<file path="src/rtl/brk_pkg.sv">
package brk_pkg;
   // software command decoded from a write to the control/status register
   typedef struct packed {
      logic set;   // force a break
      logic clr;   // cancel pending or active break
   } brk_swcmd_t;

   localparam int unsigned ARM_BIT  = 0;
   localparam int unsigned STAT_BIT = 1;
   localparam int unsigned PERM_BIT = 0;
endpackage

</file>
<file path="src/rtl/brk_regs.sv">
module brk_regs
   import brk_pkg::*;
#(
   parameter int unsigned ADDR_W = 16,
   parameter int unsigned DATA_W = 8,
   localparam int unsigned NBYTES = ADDR_W / DATA_W,
   localparam int unsigned RAW    = $clog2(NBYTES + 2)
)(
   input  logic              clk,
   input  logic              rst_n,
   input  logic [RAW-1:0]    reg_addr,
   input  logic              reg_wr,
   input  logic [DATA_W-1:0] reg_wdata,
   input  logic              status_in,
   output logic [DATA_W-1:0] reg_rdata,
   output logic [ADDR_W-1:0] bp_addr,
   output logic              arm,
   output logic              permit,
   output brk_swcmd_t        swcmd
);
   localparam int unsigned CTRL_OFF = NBYTES;
   localparam int unsigned FLAG_OFF = NBYTES + 1;

   generate
      if (ADDR_W % DATA_W != 0) begin : g_bad_split
         $error("ADDR_W must be a multiple of DATA_W");
      end
      if (DATA_W < 2) begin : g_bad_width
         $error("DATA_W must hold the control bits");
      end
   endgenerate

   logic [NBYTES-1:0][DATA_W-1:0] bp_q;
   logic ctrl_wr;

   assign bp_addr = bp_q;
   assign ctrl_wr = reg_wr && (reg_addr == RAW'(CTRL_OFF));
   assign swcmd.set = ctrl_wr && reg_wdata[STAT_BIT];
   assign swcmd.clr = ctrl_wr && !reg_wdata[STAT_BIT];

   // offset 0 is the most significant byte
   generate
      for (genvar i = 0; i < NBYTES; i++) begin : g_byte
         always_ff @(posedge clk or negedge rst_n) begin
            if (!rst_n)
               bp_q[NBYTES-1-i] <= '0;
            else if (reg_wr && reg_addr == RAW'(i))
               bp_q[NBYTES-1-i] <= reg_wdata;
         end
      end
   endgenerate

   always_ff @(posedge clk or negedge rst_n) begin
      if (!rst_n) begin
         arm    <= 1'b0;
         permit <= 1'b0;
      end else begin
         if (ctrl_wr)
            arm <= reg_wdata[ARM_BIT];
         if (reg_wr && reg_addr == RAW'(FLAG_OFF))
            permit <= reg_wdata[PERM_BIT];
      end
   end

   always_comb begin
      reg_rdata = '0;
      for (int i = 0; i < NBYTES; i++)
         if (reg_addr == RAW'(i))
            reg_rdata = bp_q[NBYTES-1-i];
      if (reg_addr == RAW'(CTRL_OFF)) begin
         reg_rdata[ARM_BIT]  = arm;
         reg_rdata[STAT_BIT] = status_in;
      end
      if (reg_addr == RAW'(FLAG_OFF))
         reg_rdata[PERM_BIT] = permit;
   end
endmodule

</file>
<file path="src/rtl/brk_cmp.sv">
module brk_cmp #(
   parameter int unsigned ADDR_W = 16,
   parameter int unsigned DATA_W = 8,
   localparam int unsigned NBYTES = ADDR_W / DATA_W
)(
   input  logic              arm,
   input  logic              fetch_vld,
   input  logic [ADDR_W-1:0] fetch_addr,
   input  logic [ADDR_W-1:0] bp_addr,
   output logic              hit
);
   logic [NBYTES-1:0] byte_eq;

   // byte-sliced compare, reduced by an AND tree
   generate
      for (genvar i = 0; i < NBYTES; i++) begin : g_eq
         assign byte_eq[i] = fetch_addr[i*DATA_W +: DATA_W] == bp_addr[i*DATA_W +: DATA_W];
      end
   endgenerate

   assign hit = arm && fetch_vld && (&byte_eq);
endmodule

</file>
<file path="src/rtl/brk_seq.sv">
module brk_seq
   import brk_pkg::*;
(
   input  logic       clk,
   input  logic       rst_n,
   input  logic       hit,
   input  brk_swcmd_t swcmd,
   input  logic       boundary,
   input  logic       rti,
   output logic       pending,
   output logic       active
);
   always_ff @(posedge clk or negedge rst_n) begin
      if (!rst_n) begin
         pending <= 1'b0;
         active  <= 1'b0;
      end else if (swcmd.clr) begin
         pending <= 1'b0;
         active  <= 1'b0;
      end else if (active) begin
         if (rti)
            active <= 1'b0;
      end else if (pending) begin
         if (boundary) begin
            active  <= 1'b1;
            pending <= 1'b0;
         end
      end else if (hit || swcmd.set) begin
         pending <= 1'b1;
      end
   end

   p_no_nest_r10: assert property (@(posedge clk) disable iff (!rst_n)
      !(pending && active));

   p_enter_at_boundary_r4: assert property (@(posedge clk) disable iff (!rst_n)
      (pending && boundary && !swcmd.clr) |=> (active && !pending));

   p_hold_request_r4: assert property (@(posedge clk) disable iff (!rst_n)
      (pending && !boundary && !swcmd.clr) |=> pending);

   p_rti_ends_r6: assert property (@(posedge clk) disable iff (!rst_n)
      (active && rti) |=> !active);

   p_req_has_cause_r2: assert property (@(posedge clk) disable iff (!rst_n)
      (!pending && !active && !hit && !swcmd.set) |=> !pending);
endmodule

</file>
<file path="src/rtl/brk_match_ctrl.sv">
module brk_match_ctrl
   import brk_pkg::*;
#(
   parameter int unsigned        ADDR_W   = 16,
   parameter int unsigned        DATA_W   = 8,
   parameter logic [ADDR_W-1:0]  NORM_VEC = 16'hFFFC,
   parameter logic [ADDR_W-1:0]  MON_VEC  = 16'hFEFC,
   localparam int unsigned       NBYTES   = ADDR_W / DATA_W,
   localparam int unsigned       RAW      = $clog2(NBYTES + 2)
)(
   input  logic              clk,
   input  logic              rst_n,
   input  logic [ADDR_W-1:0] fetch_addr,
   input  logic              fetch_vld,
   input  logic              insn_done,
   input  logic              rti_exec,
   input  logic              monitor_mode,
   input  logic [RAW-1:0]    reg_addr,
   input  logic              reg_wr,
   input  logic [DATA_W-1:0] reg_wdata,
   output logic [DATA_W-1:0] reg_rdata,
   output logic              brk_req,
   output logic              brk_active,
   output logic              wdog_inhibit,
   output logic              flag_clr_ok,
   output logic [ADDR_W-1:0] vec_addr
);
   generate
      if (ADDR_W < DATA_W) begin : g_bad_bus
         $error("ADDR_W must be at least DATA_W");
      end
   endgenerate

   logic [ADDR_W-1:0] bp_addr;
   logic              arm, permit, hit, pending, active;
   brk_swcmd_t        swcmd;

   brk_regs #(.ADDR_W(ADDR_W), .DATA_W(DATA_W)) u_regs (
      .clk(clk), .rst_n(rst_n), .reg_addr(reg_addr), .reg_wr(reg_wr),
      .reg_wdata(reg_wdata), .status_in(pending | active), .reg_rdata(reg_rdata),
      .bp_addr(bp_addr), .arm(arm), .permit(permit), .swcmd(swcmd)
   );

   brk_cmp #(.ADDR_W(ADDR_W), .DATA_W(DATA_W)) u_cmp (
      .arm(arm), .fetch_vld(fetch_vld), .fetch_addr(fetch_addr),
      .bp_addr(bp_addr), .hit(hit)
   );

   brk_seq u_seq (
      .clk(clk), .rst_n(rst_n), .hit(hit), .swcmd(swcmd),
      .boundary(insn_done), .rti(rti_exec), .pending(pending), .active(active)
   );

   assign brk_req      = pending;
   assign brk_active   = active;
   assign wdog_inhibit = active;
   assign flag_clr_ok  = !active || permit;
   assign vec_addr     = monitor_mode ? MON_VEC : NORM_VEC;

   p_flag_free_r9: assert property (@(posedge clk) disable iff (!rst_n)
      !brk_active |-> flag_clr_ok);

   p_entry_from_req_r4: assert property (@(posedge clk) disable iff (!rst_n)
      $rose(brk_active) |-> $past(brk_req));

   p_wdog_tracks_r8: assert property (@(posedge clk) disable iff (!rst_n)
      $fell(brk_active) |-> !wdog_inhibit);
endmodule

</file>
<file path="config.mk">
export PLATFORM = sky130hd
export DESIGN_NAME = brk_match_ctrl
export DESIGN_NICKNAME = d
export VERILOG_FILES = /design/src/rtl/brk_pkg.sv /design/src/rtl/brk_regs.sv /design/src/rtl/brk_cmp.sv /design/src/rtl/brk_seq.sv /design/src/rtl/brk_match_ctrl.sv
export SDC_FILE = /design/constraint.sdc
export NUM_CORES = 1
export LEC_CHECK = 0
export ABC_AREA = 1
export BUFFER_PORTS_ARGS = -buffer_cell sky130_fd_sc_hd__buf_2
export CAP_MARGIN = 20
export CORE_ASPECT_RATIO = 0.6
export CORE_UTILIZATION = 35
export CTS_CLUSTER_SIZE = 16
export DETAILED_ROUTE_END_ITERATION = 8
export PLACE_DENSITY = 0.67
export SETUP_SLACK_MARGIN = 0.02
export SLEW_MARGIN = 20
export SYNTH_ARGS = -nofsm -noshare
export SYNTH_HDL_FRONTEND = slang
export SYNTH_HIERARCHICAL = 1
export SYNTH_SLANG_ARGS = --single-unit
</file>
<file path="constraint.sdc">
create_clock -name clk -period 1.6 [get_ports clk]
set_input_delay 0.32 -clock clk [delete_from_list [all_inputs] [get_ports clk]]
set_output_delay 0.32 -clock clk [all_outputs]
set_load 0.01 [all_outputs]
</file>
==> results by group, run 1 <==
Outcome
  – Status: finished, violations left
  – Failing checks: negative hold slack

Timing
  – Final hold viol count: 14
  – Clk_skew: 8.63 ps
  – Final hold slack: -8.83 ps
  – Endpoints failing setup: 0
  – Crit share post-route: 91.6%
  – Minimum clock period: approximately 1500 ps
  – Fin. max-slew vios: 0
  – Achievable Freq: 682 MHz
  – Post-route setup TNS: 0 ps
  – RSZ-0062 raised after global routing: false

Worst setup path
  – Worst setup path category: reg2out
  – Crit path arrival time: 1150 ps
  – CP max FO: 7
  – Startpoint types: register
  – Max incr delay on CP: 460 ps
  – Worst path cell trace: inv_1 -> nand2_1 -> nand3_1 -> nand3_1 -> buf_2
  – CP max stage cell: dfrtp_2
  – Reg-to-Reg Start: u_regs/bp_addr[1]
  – FF-to-FF path depth: 9
  – CP Capture Type: output port
  – CP dominant cell by count: nand3_1
  – Setup crit start: u_seq/active
  – CP required: between 1000 and 1500 ps

Cells and area
  – # diodes: 0
  – Layout cell share with drive strength beyond 1: between 20 and 25%
  – Post-layout nets: 287
  – Area taken by multi-input logic gates: 703 um^2
  – Seq. cell area: 502 um^2
  – Filler cell count: 408
  – P&R area growth vs syn: 19.6%

Detailed routing
  – Avg WL per Cell: approximately 11 um
  – DR iter-0 viols: 95
  – Final wirelength: around 3400 um
  – DR vias: 1287
  – Post-route DRC: 0
  – Detailed Routing Iterations Pass 1: 4
  – Via density per instance: 4.29
  – Final ANT Viol Nets: 0

Yosys
  – Cell count after synthesis: approximately 210
  – Top_reg_cell synth: dfrtp_1
  – FF+latch count, synth: 20
  – Synth Area per Inst: 6.74 um^2
  – Async S/R FF share, synth: 100%
  – Number of synthesized flops with an enable pin: 0
  – Unique masters post-synth: 24
  – YS warnings: 6
  – Sequential share of the synthesized area: 35.7%
  – Mapped cell area: 1400 um^2

Floorplan
  – Ports: 61
  – Die Height: 51.0 um
  – DIE AREA: 4270 um^2
  – Initial Utilization: 37.4%
  – Die Wd: 83.7 um
  – Core area: 3740 um^2
  – Row cnt: 17

Clocking
  – TritonCTS Buffers: 3
  – Htree depth: 1
  – Clock Pin Slew Worst Setup and Hold Paths: 80 ps
  – Clock root buffer: clkbuf_8
  – Clock sinks: 20
  – CTS max path bufs: 2
  – Hold Buf Count CTS: 0
  – Worst skew pair latency: 270 ps
  – CTS tree: done

Hold path
  – Worst min-delay path class: in2async

Place
  – Final estimated routing congestion in global placement: 0.854
  – HPWL Detailed: 2590 um
  – Port bufs: 45

Pwr
  – Worst VDD drop: 0.479 mV
  – Cell area power density: ~1000 nW/um^2
  – Combinational power share: between 20% and 30%
  – Clock network power share: 30.3%
  – Sw Pwr: around 570 uW
  – P_int: 1140 uW
  – Static leakage: 0.000996 uW
  – Sw Share: approximately 34%
  – Seq pwr share: between 40% and 50%
  – Tot Pwr: between 1500 and 2000 uW

GRT
  – Number of global-route vias before repair: 1103
  – Gr ovfl total: 0
  – Largest net degree at the start of global routing: 21
  – Initial antenna violation count: 0
  – Total GRT Usage: 16.3%
  – First-pass GRT wire length: 5310 um

Job
  – Max_cap viols: 0
==> sequential cells by signal, summed over array words and instances (netlist names) <==
signal          count
u_regs/bp_addr     16
u_seq/active        1
u_regs/permit       1
u_regs/arm          1
u_seq/pending       1
==> final timing paths <==
kind                                       to  slack (ps)
max                              reg_rdata[1]         130
max in group asynchronous        u_seq/active        1270
max reg2reg                     u_seq/pending         320
min                        u_regs/bp_addr[10]          -9
min reg2reg                u_regs/bp_addr[13]         520
min in group clk            u_regs/bp_addr[5]         270
==> worst max-delay path: cells and delay by family, from the launching register on <==
family                 cells  cell delay [ps]
AND/OR/NAND/NOR            3              220
buffers and inverters      2              200
flip-flops                 1              460
==> layer usage <==
layer | vias up | wire [um] | track usage (%)
met5 | - | 0 | 0
met2 | 48 | 1340 | 23.4
li1 | 685 | - | -
met1 | 552 | 1790 | 25.0
met4 | 0 | 11 | 2.54
met3 | 2 | 234 | 3.55
==> kinds of logic (layout without fill, tap and decap cells) <==
family | Yosys count | after routing | share of synthesized area, %
buffers and inverters | 46 | 78 | 17.6
DFF | 20 | 20 | 35.7
xor gates and xnor gates | 6 | 6 | 3.75
AOI/OAI and AO/OA | 10 | 10 | 3.75
and+or+nand+nor | 124 | 124 | 38.7
other | 2 | 15 | 0.536
==> synth_stat cells (2+ instances only) <==
master | count | share of area, %
nor2_1 | 13 | 3.5
xor2_1 | 2 | 1.3
dfrtp_1 | 20 | 36
nand2_2 | 2 | 0.89
nor2_4 | 2 | 1.6
o22ai_1 | 2 | 0.89
xnor2_1 | 4 | 2.5
inv_1 | 24 | 6.4
buf_4 | 17 | 9.1
inv_2 | 3 | 0.80
conb_1 | 2 | 0.54
o21ai_1 | 5 | 1.8
nand2_1 | 87 | 23
nand3_1 | 14 | 5.0
a21oi_1 | 2 | 0.71
==> cell type report <==
class / count / share of cell area, %
Inverter: 28 / 6.42
Clock buffer: 3 / 2.46
Clock inverter: 1 / 1.79
Multi-Input combinational cell: 155 / 42.0
Timing Repair Buffer: 46 / 13.9
Sequential cell: 20 / 29.9
Tap cell: 47 / 3.51
==> cells in the final DEF (no fill, tap or decap), drive strengths merged <==
cell type and n:
conb 15, clkbuf 3, a21oi 2, dfrtp 20, nand3b 1, xnor2 4
nor2 16, o21ai 6, buf 46, o22ai 2, xor2 2, bufinv 1
nand2 91, nand3 15, inv 28, nand4 1
==> timing repair <==
item | in CTS | in global routing
endpoints found under the hold margin | 0 | 0
resized for setup | 0 | 1
setup buffers | 0 | 0
setup endpoints to repair | 0 | 1
==> metrics by stage <==
stage / cell area [um^2] / util (%) / std cells / hold slack [ps] / setup WS (ps)
floorplan: 1450 / - / 221 / 24.4 / 487
global placement: 1600 / 42.8 / 296 / 306 / 175
detailed placement: 1600 / 42.8 / 296 / 302 / 152
CTS: 1670 / 44.7 / 300 / 4.77 / 79.0
global route: 1680 / 44.8 / 300 / 27.8 / 40.7
finish: 1680 / 44.8 / 300 / -8.83 / 134
==> power groups by stage <==
stage	Clock (uW)	Combinational [uW]	Sequential, uW
2_1_floorplan	0	343	698
6_report	519	486	707
3_3_place_gp	0	481	713
5_1_grt	550	557	723
4_1_cts	531	488	705
3_5_place_dp	0	485	714
Note: power is estimated with default switching activity, not from simulation.
==> run 2, diff against run 1 <==
- ABC_AREA: 1 -> 0
- PLACE_DENSITY: 0.67 -> 0.68
==> run 2 against run 1 <==
The run ends with negative setup slack left; global-route usage decreased by 0.15 points; synthesized cell count decreased by 45%; wire length decreased by 12%; sequential power decreased by 5.0%; flip-flop and latch count unchanged; cell area decreased by 0.22%; die area decreased by 8.7%; synthesized area decreased by 8.9%; first-iteration DRC count decreased by 82%; clock power decreased by 24%; core utilization increased by 4.9 points; largest cell class unchanged.
==> results by group, run 2 <==
Pwr
  – Tot Pwr: 1600 uW (was 1710 uW)
  – P_int: 1120 uW (was 1140 uW)
  – Cell area power density: 957 nW/um^2 (was 1020 nW/um^2)
  – Combinational power share: 33.1% (was 28.4%)
  – Seq pwr share: 42.0% (was 41.3%)
  – Sw Share: 29.9% (was 33.5%)
  – Clock network power share: 24.8% (was 30.3%)
  – Sw Pwr: 479 uW (was 574 uW)
  – Static leakage: 0.000825 uW (was 0.000996 uW)
  – Worst VDD drop: 0.614 mV (was 0.479 mV)

Cells and area
  – Most common cell after layout, fill and taps aside: buf_2 (was nand2_1)
  – Post-layout nets: 207 (was 287)
  – Fin area: 1670 um^2 (was 1680 um^2)
  – Layout cell share with drive strength beyond 1: 52.6% (was 24.9%)
  – P&R area growth vs syn: 31.0% (was 19.6%)
  – Commonest non-fill, non-tap cells in the layout: buf_2, dfrtp_1, mux2_2, conb_1, buf_4 (was nand2_1, buf_2, inv_1, dfrtp_1, conb_1)
  – Filler cell count: 336 (was 408)
  – Largest register FFs: 16 (unchanged)
  – # diodes: 0 (unchanged)

Yosys
  – Commonest cells in the netlist: dfrtp_1, mux2_2, buf_4 (was nand2_1, inv_1, dfrtp_1)
  – Unique masters post-synth: 25 (was 24)
  – Async S/R FF share, synth: 100% (unchanged)
  – Simple-Gate Fraction of Synth Area: 11.8% (was 38.7%)
  – Post-synth top area share: 39.2% (was 35.7%)
  – Mapped cell area: 1280 um^2 (was 1400 um^2)
  – Largest family of logic cells by synthesized area: multiplexers (was simple AND/OR/NAND/NOR gates)
  – FF+latch count, synth: 20 (unchanged)
  – YS warnings: 6 (unchanged)
  – Largest cells by area after synthesis: dfrtp_1, mux2_2, buf_4 (was dfrtp_1, nand2_1, buf_4)
  – Top_reg_cell synth: dfrtp_1 (unchanged)
  – Number of synthesized flops with an enable pin: 0 (unchanged)
  – Adder-Cell Fraction of Synth Area: 0% (unchanged)
  – Top-count cell post-synth: dfrtp_1 (was nand2_1)
  – Sequential share of the synthesized area: 39.2% (was 35.7%)
  – Compound-Gate Fraction of Synth Area: 1.57% (was 3.75%)
  – Post-synthesis xor/xnor area fraction: 11.0% (was 3.75%)
  – Synth Area per Inst: 11.2 um^2 (was 6.74 um^2)
  – Synth area leader: dfrtp_1 (unchanged)
  – Cell count after synthesis: 114 (was 208)
  – Mux contribution to synthesized area: 24.3% (was 0%)

GRT
  – Number of global-route vias before repair: 1017 (was 1103)
  – Total GRT Usage: 16.2% (was 16.3%)
  – Largest net degree at the start of global routing: 21 (unchanged)
  – First-pass GRT wire length: 4760 um (was 5310 um)
  – Gr ovfl total: 0 (unchanged)
  – Initial antenna violation count: 0 (unchanged)

Worst setup path
  – FF-to-FF path depth: 6 (was 9)
  – R2R Setup Slk: -90 ps (was 320 ps)
  – Worst setup path category: reg2out (unchanged)
  – Crit path arrival time: 1390 ps (was 1150 ps)
  – Startpoint types: register (unchanged)
  – CP required: 1280 ps (about the same)
  – Reg-to-Reg Start: u_regs/bp_addr[8] (was u_regs/bp_addr[1])
  – CP Capture Type: output port (unchanged)
  – RR Endpoint: u_seq/pending (unchanged)
  – CP max FO: 2 (was 7)

Place
  – HPWL Detailed: 2320 um (was 2590 um)
  – Final estimated routing congestion in global placement: 0.786 (was 0.854)
  – Port bufs: 45 (unchanged)
  – Post-DP Area: 1550 um^2 (was 1600 um^2)

Floorplan
  – Ports: 61 (unchanged)
  – Die Wd: 80.0 um (was 83.7 um)
  – Initial Utilization: 37.9% (was 37.4%)
  – Row cnt: 16 (was 17)
  – Core area: 3360 um^2 (was 3740 um^2)
  – Die Height: 48.8 um (was 51.0 um)
  – DIE AREA: 3900 um^2 (was 4270 um^2)

Outcome
  – Failing checks: negative setup slack (was negative hold slack)
  – Status: finished, violations left (unchanged)

Detailed routing
  – Final wirelength: 2990 um (was 3380 um)
  – DR iter-0 viols: 17 (was 95)
  – Via density per instance: 4.64 (was 4.29)
  – Final ANT Viol Nets: 0 (unchanged)
  – DR vias: 1012 (was 1287)
  – Post-route DRC: 0 (unchanged)
  – Detailed Routing Iterations Pass 1: 4 (unchanged)
  – Avg WL per Cell: 13.7 um (was 11.3 um)

Hold path
  – Worst min-delay path class: in2async (unchanged)

Timing
  – Fin. max-slew vios: 0 (unchanged)
  – Achievable Freq: 584 MHz (was 682 MHz)
  – Endpoints failing setup: 2 (was 0)
  – Crit share post-route: 107% (was 91.6%)
  – Clk_skew: 8.64 ps (was 8.63 ps)
  – RSZ-0062 raised after global routing: true (was false)
  – PnR worst setup slack: -113 ps (was 134 ps)
  – Final hold viol count: 0 (was 14)
  – Minimum clock period: 1710 ps (was 1470 ps)

Job
  – Max_cap viols: 0 (unchanged)

Clocking
  – TritonCTS Buffers: 3 (unchanged)
  – Clock Pin Slew Worst Setup and Hold Paths: 80 ps (about the same)
  – Clock root buffer: clkbuf_8 (unchanged)
  – Worst skew pair latency: 260 ps (was 270 ps)
  – Clock sinks: 20 (unchanged)
  – Hold Buf Count CTS: 0 (unchanged)
  – CTS tree: done (unchanged)
  – Htree depth: 1 (unchanged)
  – CTS max path bufs: 2 (unchanged)
[run 2: cell count changes after synthesis, moves of 5 or more]
cell     previous run  this run
nand3_1            14         2
nand2_1            87         1
mux2_2              0        19
mux2i_1             0         7
xnor2_1             4        13
inv_1              24         3
o21ai_1             5         0
[run 2: logic make-up (layout without fill, tap and decap cells)]
kind of cell    count (synthesis)  count (layout)
compound gates                  4               4
xor+xnor                       16              16
buf+inv                        21              67
flops                          20              20
mux                            27              27
other cells                     2              15
simple gates                   24              24
[run 2: final cells by class]
class | instances | area [um^2] | share of cell area (%)
Clock buffer | 4 | 55.1 | 3.29
Inverter | 3 | 11.3 | 0.674
Multi-Input combinational cell | 86 | 701 | 41.9
Sequential cell | 20 | 500 | 29.9
Tap cell | 45 | 56.3 | 3.37
Timing Repair Buffer | 60 | 348 | 20.8
[run 2: worst max-delay path by stage]
| stage | start | endpoint | slack (ps) | cells after the start |
|---|---|---|---|---|
| floorplan | u_regs/bp_addr[2] | u_seq/pending | 70 | 6 |
| global placement | fetch_addr[2] | u_seq/pending | -50 | 7 |
| detailed placement | fetch_addr[2] | u_seq/pending | -120 | 7 |
| CTS | u_regs/bp_addr[0] | reg_rdata[0] | -120 | 3 |
| global route | u_regs/bp_addr[0] | reg_rdata[0] | -150 | 3 |
| finish | u_regs/bp_addr[0] | reg_rdata[0] | -110 | 3 |
[run 2: per-stage QoR]
| step | setup slack [ps] | TNS, ps | utilization [%] | cells | hold slack [ps] |
|---|---|---|---|---|---|
| 3_5_place_dp | -121 | -121 | 46.2 | 210 | 303 |
| 5_1_grt | -153 | -329 | 49.7 | 218 | 43.3 |
| 2_1_floorplan | 68.2 | 0 | - | 127 | 24.4 |
| 6_report | -113 | -202 | 49.7 | 218 | 9.90 |
| 4_1_cts | -122 | -196 | 48.9 | 216 | 19.7 |
| 3_3_place_gp | -54.7 | -54.7 | 46.2 | 210 | 292 |
[run 2: critical path, stage by stage (launching register included)]
cell	delay, ps
dfrtp_1	410
buf_6	120
mux4_2	450
buf_6	140
[run 2: power by group through the flow]
stage / Clock [uW] / Sequential [uW] / Combinational [uW]
6_report: 397 / 672 / 530
3_3_place_gp: 0 / 673 / 461
2_1_floorplan: 0 / 669 / 305
5_1_grt: 426 / 686 / 581
3_5_place_dp: 0 / 682 / 474
4_1_cts: 401 / 675 / 512
[run 2: repair_timing]
action | 4_1_cts | 5_1_grt
cloned | 0 | 0
gates resized for setup | 6 | 3
pin swaps | 7 | 1
buffers inserted | 2 | 3
endpoints found under the setup margin | 2 | 4
[run 2: per-layer routing]
| metal | wire [um] | vias up | global-route usage (%) |
|---|---|---|---|
| li1 | - | 474 | - |
| met1 | 1320 | 479 | 21.6 |
| met2 | 1390 | 53 | 27.2 |
| met3 | 245 | 6 | 4.30 |
| met4 | 29 | 0 | 1.49 |
| met5 | 0 | - | 0 |
==> run 3, diff against run 2 <==
- PLACE_DENSITY: 0.68 -> 0.69
- SYNTH_HIERARCHICAL: 1 -> default
==> run 3 against run 2 <==
Combinational power increased by 6.0%; register-to-register slack improved by 210 ps; cell count decreased by 3.7%; global-route usage decreased by 1.4 points; critical endpoint unchanged; largest power group unchanged; largest cell class unchanged; non-clock buffer count decreased by 5; hold slack got worse by 2.2 ps; core utilization decreased by 2.4 points; the flow now finishes without violations; critical path depth decreased by 1; cell area decreased by 6.0%; via count decreased by 6.9%; first-iteration DRC count increased by 53%.
==> results by group, run 3 <==
Outcome
  – Status: complete, no violations (was finished, violations left)

Clocking
  – Clock Pin Slew Worst Setup and Hold Paths: 70 ps (was 80 ps)
  – CTS tree: done (unchanged)
  – TritonCTS Buffers: 3 (unchanged)
  – Clock sinks: 20 (unchanged)
  – Clock root buffer: clkbuf_8 (unchanged)
  – Htree depth: 1 (unchanged)
  – Hold Buf Count CTS: 0 (unchanged)
  – CTS max path bufs: 2 (unchanged)
  – Worst skew pair latency: 250 ps (was 260 ps)

GRT
  – Total GRT Usage: 14.7% (was 16.2%)
  – Number of global-route vias before repair: 857 (was 1017)
  – Largest net degree at the start of global routing: 21 (unchanged)
  – Initial antenna violation count: 0 (unchanged)
  – First-pass GRT wire length: 4000 um (was 4760 um)
  – Gr ovfl total: 0 (unchanged)

Yosys
  – YS warnings: 0 (was 6)
  – Sequential share of the synthesized area: 40.4% (was 39.2%)
  – Top_reg_cell synth: dfrtp_1 (unchanged)
  – Mapped cell area: 1240 um^2 (was 1280 um^2)
  – Unique masters post-synth: 24 (was 25)
  – Cell count after synthesis: 112 (was 114)
  – Commonest cells in the netlist: dfrtp_1, mux2_2, buf_4 (unchanged)
  – FF+latch count, synth: 20 (unchanged)
  – Async S/R FF share, synth: 100% (unchanged)
  – Number of synthesized flops with an enable pin: 0 (unchanged)
  – Synth Area per Inst: 11.1 um^2 (was 11.2 um^2)
  – Largest cells by area after synthesis: dfrtp_1, mux2_2, buf_4 (unchanged)
  – Top-count cell post-synth: dfrtp_1 (unchanged)
  – Post-synth top area share: 40.4% (was 39.2%)
  – Synth area leader: dfrtp_1 (unchanged)

Detailed routing
  – Post-route DRC: 0 (unchanged)
  – Detailed Routing Iterations Pass 1: 4 (unchanged)
  – DR vias: 942 (was 1012)
  – DR iter-0 viols: 26 (was 17)
  – Via density per instance: 4.49 (was 4.64)
  – Avg WL per Cell: 12.6 um (was 13.7 um)
  – Final wirelength: 2660 um (was 2990 um)
  – Final ANT Viol Nets: 0 (unchanged)

Worst setup path
  – CP max FO: 2 (unchanged)
  – Startpoint types: register (unchanged)
  – Crit path arrival time: 1240 ps (was 1390 ps)
  – CP Capture Type: output port (unchanged)
  – Max incr delay on CP: 470 ps (was 450 ps)
  – RR Endpoint: u_seq.pending (was u_seq/pending)
  – FF-to-FF path depth: 5 (was 6)
  – Worst path cell trace: mux4_2 -> buf_6 (was buf_6 -> mux4_2 -> buf_6)
  – Setup crit start: u_regs.bp_addr[8] (was u_regs/bp_addr[0])
  – CP required: 1280 ps (about the same)
  – CP delay by family, top: multiplexers (unchanged)
  – Reg-to-Reg Start: u_regs.bp_addr[0] (was u_regs/bp_addr[8])
  – Worst setup path category: reg2out (unchanged)
  – CP max stage cell: mux4_2 (unchanged)
  – WP buf/inv: 1 (was 2)
  – R2R Setup Slk: 120 ps (was -90 ps)

Timing
  – Fin. max-slew vios: 0 (unchanged)
  – Final hold viol count: 0 (unchanged)
  – Minimum clock period: 1560 ps (was 1710 ps)
  – Endpoints failing setup: 0 (was 2)
  – Achievable Freq: 639 MHz (was 584 MHz)
  – Crit share post-route: 97.8% (was 107%)
  – PnR worst setup slack: 35.6 ps (was -113 ps)
  – Clk_skew: 3.01 ps (was 8.64 ps)
  – RSZ-0062 raised after global routing: true (unchanged)

Cells and area
  – Seq. cell area: 502 um^2 (was 500 um^2)
  – Most common cell after layout, fill and taps aside: buf_2 (unchanged)
  – P&R area growth vs syn: 26.9% (was 31.0%)
  – Filler cell count: 330 (was 336)
  – Fin util: 47.3% (was 49.7%)
  – Post-layout nets: 200 (was 207)
  – Area taken by multi-input logic gates: 662 um^2 (was 701 um^2)
  – Largest register FFs: 16 (unchanged)
  – Layout cell share with drive strength beyond 1: 49.1% (was 52.6%)
  – Commonest non-fill, non-tap cells in the layout: buf_2, mux2_2, dfrtp_1, conb_1, xor2_1 (was buf_2, dfrtp_1, mux2_2, conb_1, buf_4)
  – # diodes: 0 (unchanged)

Floorplan
  – Die Wd: 78.8 um (was 80.0 um)
  – Row cnt: 16 (unchanged)
  – Ports: 61 (unchanged)
  – Initial Utilization: 37.3% (was 37.9%)
  – Die Height: 48.1 um (was 48.8 um)
  – DIE AREA: 3790 um^2 (was 3900 um^2)
  – Core area: 3320 um^2 (was 3360 um^2)

Place
  – Final estimated routing congestion in global placement: 0.774 (was 0.786)
  – HPWL Detailed: 2110 um (was 2320 um)
  – Pre-CTS WS: 91.0 ps (was -121 ps)
  – Port bufs: 45 (unchanged)

Pwr
  – Cell area power density: 1020 nW/um^2 (was 957 nW/um^2)
  – Static leakage: 0.000776 uW (was 0.000825 uW)
  – Worst VDD drop: 0.495 mV (was 0.614 mV)

Hold path
  – Worst min-delay path class: in2async (unchanged)

Job
  – Max_cap viols: 0 (unchanged)
==> run 3: cells by family after synthesis <==
kind of cell,Yosys count,synth area share [%]
mux,26,23.9
simple gates,24,10.5
flops,20,40.4
buf+inv,19,10.7
xor+xnor,16,11.3
compound gates,5,2.53
other cells,2,0.606
==> run 3: final cells by class <==
type / count / area share [%]
clock buffers: 3 / 2.63
flip-flops and latches: 20 / 31.9
inverters: 1 / 0.239
well taps: 45 / 3.58
multi-input cells: 86 / 42.1
repair buffers: 55 / 19.5
==> run 3: routing by layer <==
layer / global-route usage (%) / up-vias / wire (um)
met5: 0 / - / 0
met4: 3.33 / 0 / 7
met3: 5.71 / 2 / 194
met2: 24.3 / 38 / 1190
met1: 18.8 / 441 / 1260
li1: - / 461 / -
==> run 3: timing repair <==
item | CTS | global route
resized for setup | 1 | 3
pin swaps | 0 | 0
endpoints found under the setup margin | 2 | 3
setup buffers | 4 | 1
==> run 3: worst max-delay path by stage <==
stage | endpoint | slack (ps) | cells past startpoint
after floorplan | reg_rdata[0] | 190 | 2
after global placement | reg_rdata[0] | 130 | 3
after detailed placement | reg_rdata[0] | 90 | 3
after CTS | reg_rdata[0] | 30 | 2
after global routing | reg_rdata[0] | -4 | 2
final | reg_rdata[0] | 40 | 2
==> run 3: where the power goes <==
part / internal [uW] / total [uW] / switching, uW
clock network: 168 / 321 / 154
registers: 616 / 713 / 97.1
logic: 312 / 562 / 250
==> run 3: metrics by stage <==
step	power (uW)	instances	hold WS, ps	setup TNS [ps]	area, um^2
floorplan	1070	125	24.4	0	1290
global placement	1210	202	286	0	1480
detailed placement	1230	202	292	0	1480
CTS	1580	209	13.4	0	1550
global route	1710	210	31.9	-4.06	1570
finish	1600	210	7.68	0	1570
